==> config.mk <==
export PLATFORM = sky130hd
export DESIGN_NAME = i2c_reg_slave
export DESIGN_NICKNAME = d
export VERILOG_FILES = /design/src/rtl/i2c_slv_pkg.sv /design/src/rtl/i2c_slv_line.sv /design/src/rtl/i2c_slv_cond.sv /design/src/rtl/i2c_slv_ptr.sv /design/src/rtl/i2c_slv_fsm.sv /design/src/rtl/i2c_reg_slave.sv
export SDC_FILE = /design/constraint.sdc
export NUM_CORES = 1
export LEC_CHECK = 0
export ABC_AREA = 1
export BUFFER_PORTS_ARGS = -buffer_cell sky130_fd_sc_hd__buf_2
export CAP_MARGIN = 25
export CORE_MARGIN = 2
export CORE_UTILIZATION = 29
export DETAILED_ROUTE_END_ITERATION = 12
export GPL_ROUTABILITY_DRIVEN = 0
export PLACE_DENSITY = 0.53
export REMOVE_ABC_BUFFERS = 1
export SYNTH_ARGS = -nofsm -noshare
export SYNTH_HDL_FRONTEND = slang
export SYNTH_SLANG_ARGS = --single-unit
==> constraint.sdc <==
create_clock -name clk_i -period 2.5 [get_ports clk_i]
set_input_delay 0.25 -clock clk_i [delete_from_list [all_inputs] [get_ports clk_i]]
set_output_delay 0.25 -clock clk_i [all_outputs]
set_load 0.005 [all_outputs]
==> src/rtl/i2c_slv_pkg.sv <==
package i2c_slv_pkg;
  localparam int BYTE_W = 8;
  localparam int CNT_W  = $clog2(BYTE_W + 1);

  typedef enum logic [2:0] {
    ST_IDLE,
    ST_ADDR,
    ST_WADDR,
    ST_WDATA,
    ST_ACK,
    ST_TX,
    ST_RACK,
    ST_IGNORE
  } slv_state_e;
endpackage

==> src/rtl/i2c_slv_line.sv <==
module i2c_slv_line #(
  parameter int STAGES = 2
) (
  input  logic clk_i,
  input  logic rst_ni,
  input  logic line_i,
  output logic line_s_o,
  output logic line_q_o
);
  // chain[STAGES-1] is the synchronized value, chain[STAGES] is one clock older
  logic [STAGES:0] chain;

  always_ff @(posedge clk_i or negedge rst_ni) begin
    if (!rst_ni) chain <= '1;
    else         chain <= {chain[STAGES-1:0], line_i};
  end

  assign line_s_o = chain[STAGES-1];
  assign line_q_o = chain[STAGES];
endmodule

==> src/rtl/i2c_slv_cond.sv <==
module i2c_slv_cond #(
  parameter int STAGES = 2
) (
  input  logic clk_i,
  input  logic rst_ni,
  input  logic scl_i,
  input  logic sda_i,
  output logic scl_s_o,
  output logic sda_s_o,
  output logic scl_rise_o,
  output logic scl_fall_o,
  output logic start_o,
  output logic stop_o
);
  localparam int N_LINES = 2;

  logic [N_LINES-1:0] raw, now_s, prev_s;

  assign raw = {sda_i, scl_i};

  for (genvar g = 0; g < N_LINES; g++) begin : g_line
    i2c_slv_line #(.STAGES(STAGES)) u_line (
      .clk_i   (clk_i),
      .rst_ni  (rst_ni),
      .line_i  (raw[g]),
      .line_s_o(now_s[g]),
      .line_q_o(prev_s[g])
    );
  end

  assign scl_s_o    = now_s[0];
  assign sda_s_o    = now_s[1];
  assign scl_rise_o = now_s[0] & ~prev_s[0];
  assign scl_fall_o = ~now_s[0] & prev_s[0];
  assign start_o    = now_s[0] & prev_s[0] & prev_s[1] & ~now_s[1];
  assign stop_o     = now_s[0] & prev_s[0] & ~prev_s[1] & now_s[1];
endmodule

==> src/rtl/i2c_slv_ptr.sv <==
module i2c_slv_ptr #(
  parameter int AW     = 8,
  parameter int STEP_W = 4
) (
  input  logic          clk_i,
  input  logic          rst_ni,
  input  logic          load_i,
  input  logic [AW-1:0] load_val_i,
  input  logic          step_i,
  output logic [AW-1:0] ptr_o
);
  logic [AW-1:0] ptr_q, ptr_nxt;

  if (STEP_W >= AW) begin : g_full
    assign ptr_nxt = ptr_q + AW'(1);
  end else begin : g_page
    assign ptr_nxt = {ptr_q[AW-1:STEP_W], ptr_q[STEP_W-1:0] + STEP_W'(1)};
  end

  always_ff @(posedge clk_i or negedge rst_ni) begin
    if (!rst_ni)     ptr_q <= '0;
    else if (load_i) ptr_q <= load_val_i;
    else if (step_i) ptr_q <= ptr_nxt;
  end

  assign ptr_o = ptr_q;
endmodule

==> src/rtl/i2c_slv_fsm.sv <==
module i2c_slv_fsm
  import i2c_slv_pkg::*;
#(
  parameter logic [6:0] DEV_ADDR = 7'h52
) (
  input  logic              clk_i,
  input  logic              rst_ni,
  input  logic              scl_rise_i,
  input  logic              scl_fall_i,
  input  logic              start_i,
  input  logic              stop_i,
  input  logic              sda_s_i,
  input  logic [BYTE_W-1:0] rdata_i,
  output logic              sda_oe_o,
  output logic              we_o,
  output logic [BYTE_W-1:0] wdata_o,
  output logic              re_o,
  output logic              ptr_load_o,
  output logic [BYTE_W-1:0] ptr_val_o,
  output logic              ptr_step_o,
  output slv_state_e        st_o
);
  localparam logic [CNT_W-1:0] FULL = CNT_W'(BYTE_W);

  slv_state_e        st_q, ack_nxt_q;
  logic [CNT_W-1:0]  cnt_q;
  logic [BYTE_W-1:0] sh_q, buf_q, wdata_q;
  logic              oe_q, we_q, load_q, fetch_q, rd_step_q, re_d_q, mack_q;

  always_ff @(posedge clk_i or negedge rst_ni) begin
    if (!rst_ni) begin
      st_q      <= ST_IDLE;
      ack_nxt_q <= ST_IDLE;
      cnt_q     <= '0;
      sh_q      <= '0;
      buf_q     <= '0;
      wdata_q   <= '0;
      oe_q      <= 1'b0;
      we_q      <= 1'b0;
      load_q    <= 1'b0;
      fetch_q   <= 1'b0;
      rd_step_q <= 1'b0;
      re_d_q    <= 1'b0;
      mack_q    <= 1'b0;
    end else begin
      we_q      <= 1'b0;
      load_q    <= 1'b0;
      rd_step_q <= 1'b0;
      fetch_q   <= rd_step_q;   // read the stepped pointer one cycle later
      re_d_q    <= fetch_q;
      if (re_d_q) buf_q <= rdata_i;

      if (stop_i) begin
        st_q  <= ST_IDLE;
        oe_q  <= 1'b0;
        cnt_q <= '0;
      end else if (start_i) begin
        st_q  <= ST_ADDR;
        oe_q  <= 1'b0;
        cnt_q <= '0;
      end else begin
        unique case (st_q)
          ST_ADDR, ST_WADDR, ST_WDATA: begin
            if (scl_rise_i && cnt_q != FULL) begin
              sh_q  <= {sh_q[BYTE_W-2:0], sda_s_i};
              cnt_q <= cnt_q + CNT_W'(1);
            end else if (scl_fall_i && cnt_q == FULL) begin
              cnt_q <= '0;
              if (st_q == ST_ADDR) begin
                if (sh_q[BYTE_W-1:1] == DEV_ADDR) begin
                  oe_q <= 1'b1;
                  st_q <= ST_ACK;
                  if (sh_q[0]) begin
                    ack_nxt_q <= ST_TX;
                    fetch_q   <= 1'b1;
                  end else begin
                    ack_nxt_q <= ST_WADDR;
                  end
                end else begin
                  st_q <= ST_IGNORE;
                end
              end else if (st_q == ST_WADDR) begin
                load_q    <= 1'b1;
                oe_q      <= 1'b1;
                st_q      <= ST_ACK;
                ack_nxt_q <= ST_WDATA;
              end else begin
                we_q      <= 1'b1;
                wdata_q   <= sh_q;
                oe_q      <= 1'b1;
                st_q      <= ST_ACK;
                ack_nxt_q <= ST_WDATA;
              end
            end
          end
          ST_ACK: begin
            if (scl_fall_i) begin
              st_q  <= ack_nxt_q;
              cnt_q <= '0;
              if (ack_nxt_q == ST_TX) begin
                sh_q <= buf_q;
                oe_q <= ~buf_q[BYTE_W-1];
              end else begin
                oe_q <= 1'b0;
              end
            end
          end
          ST_TX: begin
            if (scl_rise_i) begin
              cnt_q <= cnt_q + CNT_W'(1);
            end else if (scl_fall_i) begin
              if (cnt_q == FULL) begin
                oe_q      <= 1'b0;
                st_q      <= ST_RACK;
                rd_step_q <= 1'b1;
                cnt_q     <= '0;
              end else begin
                sh_q <= {sh_q[BYTE_W-2:0], 1'b0};
                oe_q <= ~sh_q[BYTE_W-2];
              end
            end
          end
          ST_RACK: begin
            if (scl_rise_i) begin
              mack_q <= ~sda_s_i;
            end else if (scl_fall_i) begin
              if (mack_q) begin
                st_q  <= ST_TX;
                sh_q  <= buf_q;
                oe_q  <= ~buf_q[BYTE_W-1];
                cnt_q <= '0;
              end else begin
                st_q <= ST_IGNORE;
              end
            end
          end
          default: ;
        endcase
      end
    end
  end

  assign sda_oe_o   = oe_q;
  assign we_o       = we_q;
  assign wdata_o    = wdata_q;
  assign re_o       = fetch_q;
  assign ptr_load_o = load_q;
  assign ptr_val_o  = sh_q;
  assign ptr_step_o = we_q | rd_step_q;
  assign st_o       = st_q;
endmodule

==> src/rtl/i2c_reg_slave.sv <==
module i2c_reg_slave
  import i2c_slv_pkg::*;
#(
  parameter logic [6:0] DEV_ADDR    = 7'h52,
  parameter int         SYNC_STAGES = 2,
  parameter int         AW          = 8,
  parameter int         STEP_W      = 4
) (
  input  logic              clk_i,
  input  logic              rst_ni,
  input  logic              scl_i,
  input  logic              sda_i,
  output logic              sda_oe_o,
  output logic [AW-1:0]     reg_addr_o,
  output logic              reg_we_o,
  output logic [BYTE_W-1:0] reg_wdata_o,
  output logic              reg_re_o,
  input  logic [BYTE_W-1:0] reg_rdata_i
);
  logic              scl_s, sda_s, scl_rise, scl_fall, bus_start, bus_stop;
  logic              ptr_load, ptr_step;
  logic [BYTE_W-1:0] ptr_val;
  logic [AW-1:0]     ptr;
  slv_state_e        st;

  i2c_slv_cond #(.STAGES(SYNC_STAGES)) u_cond (
    .clk_i     (clk_i),
    .rst_ni    (rst_ni),
    .scl_i     (scl_i),
    .sda_i     (sda_i),
    .scl_s_o   (scl_s),
    .sda_s_o   (sda_s),
    .scl_rise_o(scl_rise),
    .scl_fall_o(scl_fall),
    .start_o   (bus_start),
    .stop_o    (bus_stop)
  );

  i2c_slv_fsm #(.DEV_ADDR(DEV_ADDR)) u_fsm (
    .clk_i     (clk_i),
    .rst_ni    (rst_ni),
    .scl_rise_i(scl_rise),
    .scl_fall_i(scl_fall),
    .start_i   (bus_start),
    .stop_i    (bus_stop),
    .sda_s_i   (sda_s),
    .rdata_i   (reg_rdata_i),
    .sda_oe_o  (sda_oe_o),
    .we_o      (reg_we_o),
    .wdata_o   (reg_wdata_o),
    .re_o      (reg_re_o),
    .ptr_load_o(ptr_load),
    .ptr_val_o (ptr_val),
    .ptr_step_o(ptr_step),
    .st_o      (st)
  );

  i2c_slv_ptr #(.AW(AW), .STEP_W(STEP_W)) u_ptr (
    .clk_i     (clk_i),
    .rst_ni    (rst_ni),
    .load_i    (ptr_load),
    .load_val_i(AW'(ptr_val)),
    .step_i    (ptr_step),
    .ptr_o     (ptr)
  );

  assign reg_addr_o = ptr;
endmodule

# == Yosys cells after proc, flatten, opt, wreduce, memory -nomap -nowiden ==
# Index checks and enable logic that the tools add are counted.
# op_classes
div,0
addsub,2
n_shift,0
multipliers,0
n_lt_le_gt_ge,0
reduce_logical,13
bitwise_logic,19
n_eq_ne,33
muxes,84
# op_table
operator,count
$mux W8,10
$mux W4,12
$mux W1,42
$mux W3,13
$pmux W8 S4,1
$ne A4 B3 Y1 const B,6
$ne A4 B4 Y1 const B,4
$pmux W4 S4,1
$ne A5 B3 Y1 const B,3
$eq A3 B3 Y1 const B,4
$ne A2 B1 Y1 const B,6
$pmux W3 S4,1
$reduce_and A12 Y1,1
$not A1 Y1,11
$reduce_and A10 Y1,1
$reduce_and A9 Y1,1
$add A4 B1 Y4 const B,2
$ne A2 B2 Y1 const B,4
$reduce_and A8 Y1,1
$and A1 B1 Y1,7
$eq A7 B7 Y1 const B,1
$reduce_and A7 Y1,1
$eq A3 B2 Y1 const B,2
$mux W2,3
12 further kinds,13
# totals
reg_bits,55
mem_bits_rw,0
mem_bits_ro,0
output_inout_bits,19
mem_count,0
latchBits,0

# == Logic depth before layout (Yosys ltp) ==
# logic_depth
word_depth,8
mapped_depth,12

# == Cells and area by module ==
# Synthesis repeated with hierarchy kept, for this count alone.
# hier_totals
hier_cells,322
hier_area_um2,2907.8
# by_module_without_submodules
module,n_inst,seq_area_each_um2,cells_per_inst,area_each_um2
i2c_slv_fsm,1,1026.0,269,2294.7
i2c_slv_ptr,1,200.2,36,414.1
i2c_slv_line,2,78.8,3,78.8
i2c_slv_cond,1,0.0,11,41.3

# == Least setup slack after synthesis ==
# No wires, ideal clock.
# synth_path
kind,reg2reg
start,register u_cond.g_line[0].u_line.chain[1]
end,register u_fsm.st_q[0] (netlist: u_fsm.st_o[0])
arrival_ns,1.574
setup_slack_ns,0.810
t_required_ns,2.383
stages_incl_launch_ff,12
setup_time_ns,0.117
n_path_buf,1
period_less_slack_ns,1.690
path_cell_list,dfstp_2 ha_1 nand2_1 nor2_1 nor2_2 buf_6 nand2_1 nand2_1 nor2_4 nand2_2 nand2_1 nand2_1
# synth_between
elab_chain_len,5
word_cells_on_any_way,22
# synth_rtl
item,line_no,rtl
from (decl),i2c_slv_line.sv:11,logic [STAGES:0] chain;
from (signal assigned),i2c_slv_line.sv:15,"else chain <= {chain[STAGES-1:0], line_i};"
$and A1 B1 Y1 or $not A1 Y1 (tied branches),"i2c_slv_cond.sv:35, i2c_slv_cond.sv:36, i2c_slv_cond.sv:34",
$and A1 B1 Y1 (on tied branches),"i2c_slv_cond.sv:35, i2c_slv_cond.sv:34, i2c_slv_cond.sv:36",
$and A1 B1 Y1 (tied with other cells),i2c_slv_cond.sv:35,assign start_o = now_s[0] & prev_s[0] & prev_s[1] & ~now_s[1];
$ne A4 B4 Y1 (no source line) (tied with other cells),--,
$reduce_and A9 Y1 (no source line) or $mux W3 (tied branches),--,
to (signal assigned),i2c_slv_fsm.sv:98,st_q <= ack_nxt_q;
to (decl),i2c_slv_fsm.sv:25,"slv_state_e st_q, ack_nxt_q;"
# Several ways; a longest one is shown, not always the timed one.
# A chain may end at the register's enable or synchronous reset.

# == Worst setup path after layout ==
# Same ends and word-level chain as after synthesis.

==> impl_table.tex <==
\begin{tabular}{lr}
\hline
Metric & Value \\
\hline
\multicolumn{2}{l}{\textbf{Timing}} \\
Min cycle time layout & about 2.0 ns \\
RSZ-0062 raised after global routing & no \\
Clock Skews & between 0.015 and 0.02 ns \\
F\_max & just over 500 MHz \\
Portion of the clock cycle consumed by the worst path in the final layout & about four fifths \\
Final setup slack of the worst path & about 0.54 ns \\
Hold Fails Final Rpt & 0 \\
Remaining max-slew budget at the tightest pin & a little over half \\
Post-Route Setup TNS & 0 ns \\
Count of endpoints failing setup in the final report & 0 \\
Actual transition at the worst max-transition pin & $\sim$0.70 ns \\
Max-slew violation count & 0 \\
\multicolumn{2}{l}{\textbf{Critical path}} \\
Worst Path Class, Setup & reg -> reg \\
Type of origin of the critical path & flop \\
Worst R2R Path Depth & 10 \\
Worst r2r dst & u\_fsm.st\_o[0] \\
Flop-to-flop setup slack & approximately 0.54 ns \\
Critical Path, Cell by Cell & ha\_1, nand2\_1, nor2\_1, nor2\_2, nand2\_1, nand2\_1, nor2\_4, nand2\_2, nand2\_1, nand2\_1 \\
Type of element capturing the critical path & flop \\
Beginning of the worst register-to-register path & u\_cond.g\_line[0].u\_line.chain[1] \\
Most prevalent standard cell on the critical path & nand2\_1 \\
Maximum fanout along the worst path & 12 \\
Cell with the biggest individual delay on the critical path & dfstp\_2 \\
Signal arrival time at the worst endpoint & around 2.2 ns \\
Critical path's largest stage delay & $\sim$0.57 ns \\
Worst path required time & approximately 2.7 ns \\
\multicolumn{2}{l}{\textbf{Yosys}} \\
Post-synthesis cell area & 2940 um2 \\
Synth top area cells & dfrtp\_1 (42\%), nand2\_1 (12\%), dfstp\_2 (5.4\%), o21ai\_0 (4.8\%), inv\_1 (4.5\%) \\
Average cell area after synthesis & 8.66 um2 \\
Synth warnings & 0 \\
Count of mapped cells out of synthesis & 340 \\
Cell taking the most area after synthesis & dfrtp\_1 \\
Number of synthesized flops with an enable pin & 0 \\
Fraction of post-synthesis cell area in the top cell type by area & approximately two fifths \\
Top flip-flop cell by instance count after synthesis & dfrtp\_1 \\
Proportion of synthesized chip area in sequential cells & 47.0\% \\
Top post-synthesis cells by count & nand2\_1 (91), dfrtp\_1 (49), inv\_1 (35), o21ai\_0 (28), nand3\_1 (20) \\
Unique cell type count in the Yosys netlist & 41 \\
Most instantiated library cell after synthesis & nand2\_1 \\
\#FFs+latches synth & between 50 and 60 \\
Fraction of registers with async set or reset after synthesis & 100\% \\
\multicolumn{2}{l}{\textbf{Worst hold path}} \\
Number of cells traversed by the worst hold path & 1 \\
Path class of the lowest-slack min-delay path & in -> reg \\
Hold worst-path end & u\_cond.g\_line[1].u\_line.chain[0] \\
Worst min-delay path startpoint & sda\_i \\
\multicolumn{2}{l}{\textbf{Global routing}} \\
Global-route wire length before repair & between 10 and 15 mm \\
Maximum number of pins on one net before global-route repair & between 50 and 60 \\
Initial antenna violation count & 0 \\
GR Overflow Total & 0 \\
Overall global routing resource usage & approximately an eighth \\
Vias in the first global route & between 2000 and 2500 \\
\multicolumn{2}{l}{\textbf{Power and ir drop}} \\
Clock power frac & between 15 and 20\% \\
Leakage power total & between 1.5 and 2 nW \\
Design internal power & approximately 1.7 mW \\
Share of total power in combinational logic & a little over two fifths \\
Ratio of total power to cell area & approximately 940 nW/um2 \\
Flop pwr share & about two fifths \\
Fraction of power spent switching nets & approximately 45\% \\
Max rail drop VDD & $\sim$0.34 mV \\
Psw & 1.40 mW \\
\multicolumn{2}{l}{\textbf{Floorplanning}} \\
Area of the die & roughly 11000 um2 \\
Initial Utilization & between 20 and 30\% \\
Placeable core region & 9820 um2 \\
Die Span X & 105 um \\
\# IOs & 31 \\
Number of core rows & 36 \\
Floorplan die height & approximately 100 um \\
\multicolumn{2}{l}{\textbf{Clock tree}} \\
Buffers inserted by post-CTS timing repair & 0 \\
CTS Hold Buffers Added & 0 \\
TritonCTS Buffers & 5 \\
Source-to-sink clock delay at the later pin of the worst-skew pair & 0.32 ns \\
CTS Sinks & between 50 and 60 \\
Clock tree root buffer cell & clkbuf\_8 \\
H-tree Lvls & 2 \\
Number of cells upsized or downsized after cts & 0 \\
Clk pin slew, worst setup/hold paths & 0.11 ns \\
CTS max path bufs & 2 \\
Clock tree from TritonCTS & yes \\
\multicolumn{2}{l}{\textbf{Detailed routing}} \\
Routed wire length on met3 & 306 um \\
Highest routed metal layer & met4 \\
DRC marker count from the first detailed-route iteration & between 100 and 150 \\
Total length of routed met2 wires & 2.64 mm \\
Remaining design rule violation count & 0 \\
Drt total wl & slightly above 6 mm \\
Number of iterations in the first detailed-routing pass & 4 \\
Average wire length per cell after detail routing & 12.2 um \\
Met1 wire length & 3.10 mm \\
Via-to-Cell Ratio & between 4 and 5 \\
Total number of vias & between 2000 and 2500 \\
Antenna-violating nets left & 0 \\
\multicolumn{2}{l}{\textbf{Final layout}} \\
Total of fill cells in the finished design & around 1100 \\
Share of final-layout standard cells stronger than drive strength 1 & 24.8\% \\
Number of nets in the layout & roughly 390 \\
Post-Layout Inst Area & approximately 3300 um2 \\
Final antenna diode count & 0 \\
Area overhead of the layout relative to synthesis & 12.2\% \\
Count of non-filler cells in the finished layout & between 500 and 600 \\
\multicolumn{2}{l}{\textbf{Place}} \\
Cell area after placement & about 3200 um2 \\
Instance count after placement with tap cells included & just under 500 \\
Count of input and output buffers & 30 \\
HPWL after DPL & about 4.6 mm \\
Post-placement worst setup slack & about 0.54 ns \\
\multicolumn{2}{l}{\textbf{Run status}} \\
Outcome & completed \\
\multicolumn{2}{l}{\textbf{Flow run}} \\
Max cap viols & 0 \\
\hline
\end{tabular}
==> metal layers <==
| metal | vias to the layer above | track usage [%] |
|---|---|---|
| li1 | 1158 | - |
| met2 | 58 | 18.0 |
| met1 | 1090 | 17.0 |
| met4 | 0 | 4.38 |
| met5 | - | 0 |
| met3 | 9 | 2.93 |
==> sequential cells by signal, summed over array words and instances (netlist names), 3 cells and up <==
name and count:
u_fsm.ack_nxt_q 3, u_fsm.wdata_o 8, u_cond.g_line.u_line.chain 6, u_fsm.st_o 3
u_ptr.ptr_o 8, u_fsm.cnt_q 4, u_fsm.buf_q 8, u_fsm.ptr_val_o 8
==> metrics by stage <==
step	hold slack [ns]	power [mW]	util, %
6_report	0.0315	3.09	33.6
5_1_grt	0.0182	3.36	33.6
4_1_cts	0.0207	3.11	33.6
3_5_place_dp	0.347	2.56	32.6
3_3_place_gp	0.346	2.56	32.6
2_1_floorplan	-0.0456	2.25	-
==> cell type report <==
type	instances	area, um2	area share [%]
clock buffer	5	68.8	2.08
clock inverter	3	33.8	1.02
inverter	41	159	4.81
multi-input combinational	236	1330	40.4
sequential	55	1380	41.9
tap	133	166	5.04
timing repair buffer	31	158	4.77
==> power groups by stage <==
| stage | clock network, mW | logic (mW) | registers (mW) |
|---|---|---|---|
| floorplan | 0 | 1.06 | 1.19 |
| global placement | 0 | 1.33 | 1.24 |
| finish | 0.546 | 1.32 | 1.22 |
| detailed placement | 0 | 1.32 | 1.24 |
| global route | 0.603 | 1.50 | 1.25 |
| CTS | 0.565 | 1.33 | 1.22 |
==> how the worst max path moves through the flow <==
stage / startpoint / endpoint / depth (start not counted)
3_3_place_gp: u_cond.g_line[0].u_line.chain[1] / u_fsm.st_o[0] / 10
6_report: u_cond.g_line[0].u_line.chain[1] / u_fsm.st_o[0] / 10
2_1_floorplan: u_cond.g_line[0].u_line.chain[1] / u_fsm.st_o[0] / 10
4_1_cts: u_cond.g_line[0].u_line.chain[1] / u_fsm.st_o[2] / 10
5_1_grt: u_cond.g_line[0].u_line.chain[1] / u_fsm.st_o[2] / 10
3_5_place_dp: u_cond.g_line[0].u_line.chain[1] / u_fsm.st_o[1] / 10
==> cells in the final DEF (no fill, tap or decap), types with 3 or more instances in the layout <==
master	synthesis	final
nand2_1	91	91
dfrtp_1	49	49
inv_1	35	35
buf_2	0	30
o21ai_0	28	28
nand3_1	20	20
nor2_1	18	18
nand2_2	9	9
a21oi_1	8	8
nor2_2	7	7
o21ai_2	7	7
ha_1	6	6
dfstp_2	6	6
clkbuf_8	0	5
nand3b_1	4	4
nand4_1	4	4
nand3_2	3	3
inv_2	3	3
xor2_1	3	3
o21ai_1	3	3
mux2_2	3	3
==> cell families (layout without fill, tap and decap cells) <==
group                      Yosys count  count (layout)  share of synthesized area (%)
muxes                                3               3                           1.15
buffers and inverters               49              80                           7.69
xor gates and xnor gates             3               3                          0.893
AOI/OAI and AO/OA                   57              57                           11.7
DFF                                 55              55                           47.0
and+or+nand+nor                    167             167                           29.0
adders and majority gates            6               6                           2.55
==> worst max-delay path: cells and delay by family (launching register included) <==
family	cells	cell delay (ns)
and+or+nand+nor	9	1.07
DFF	1	0.57
adders and majority gates	1	0.21
Note: power is estimated with default switching activity, not from simulation.
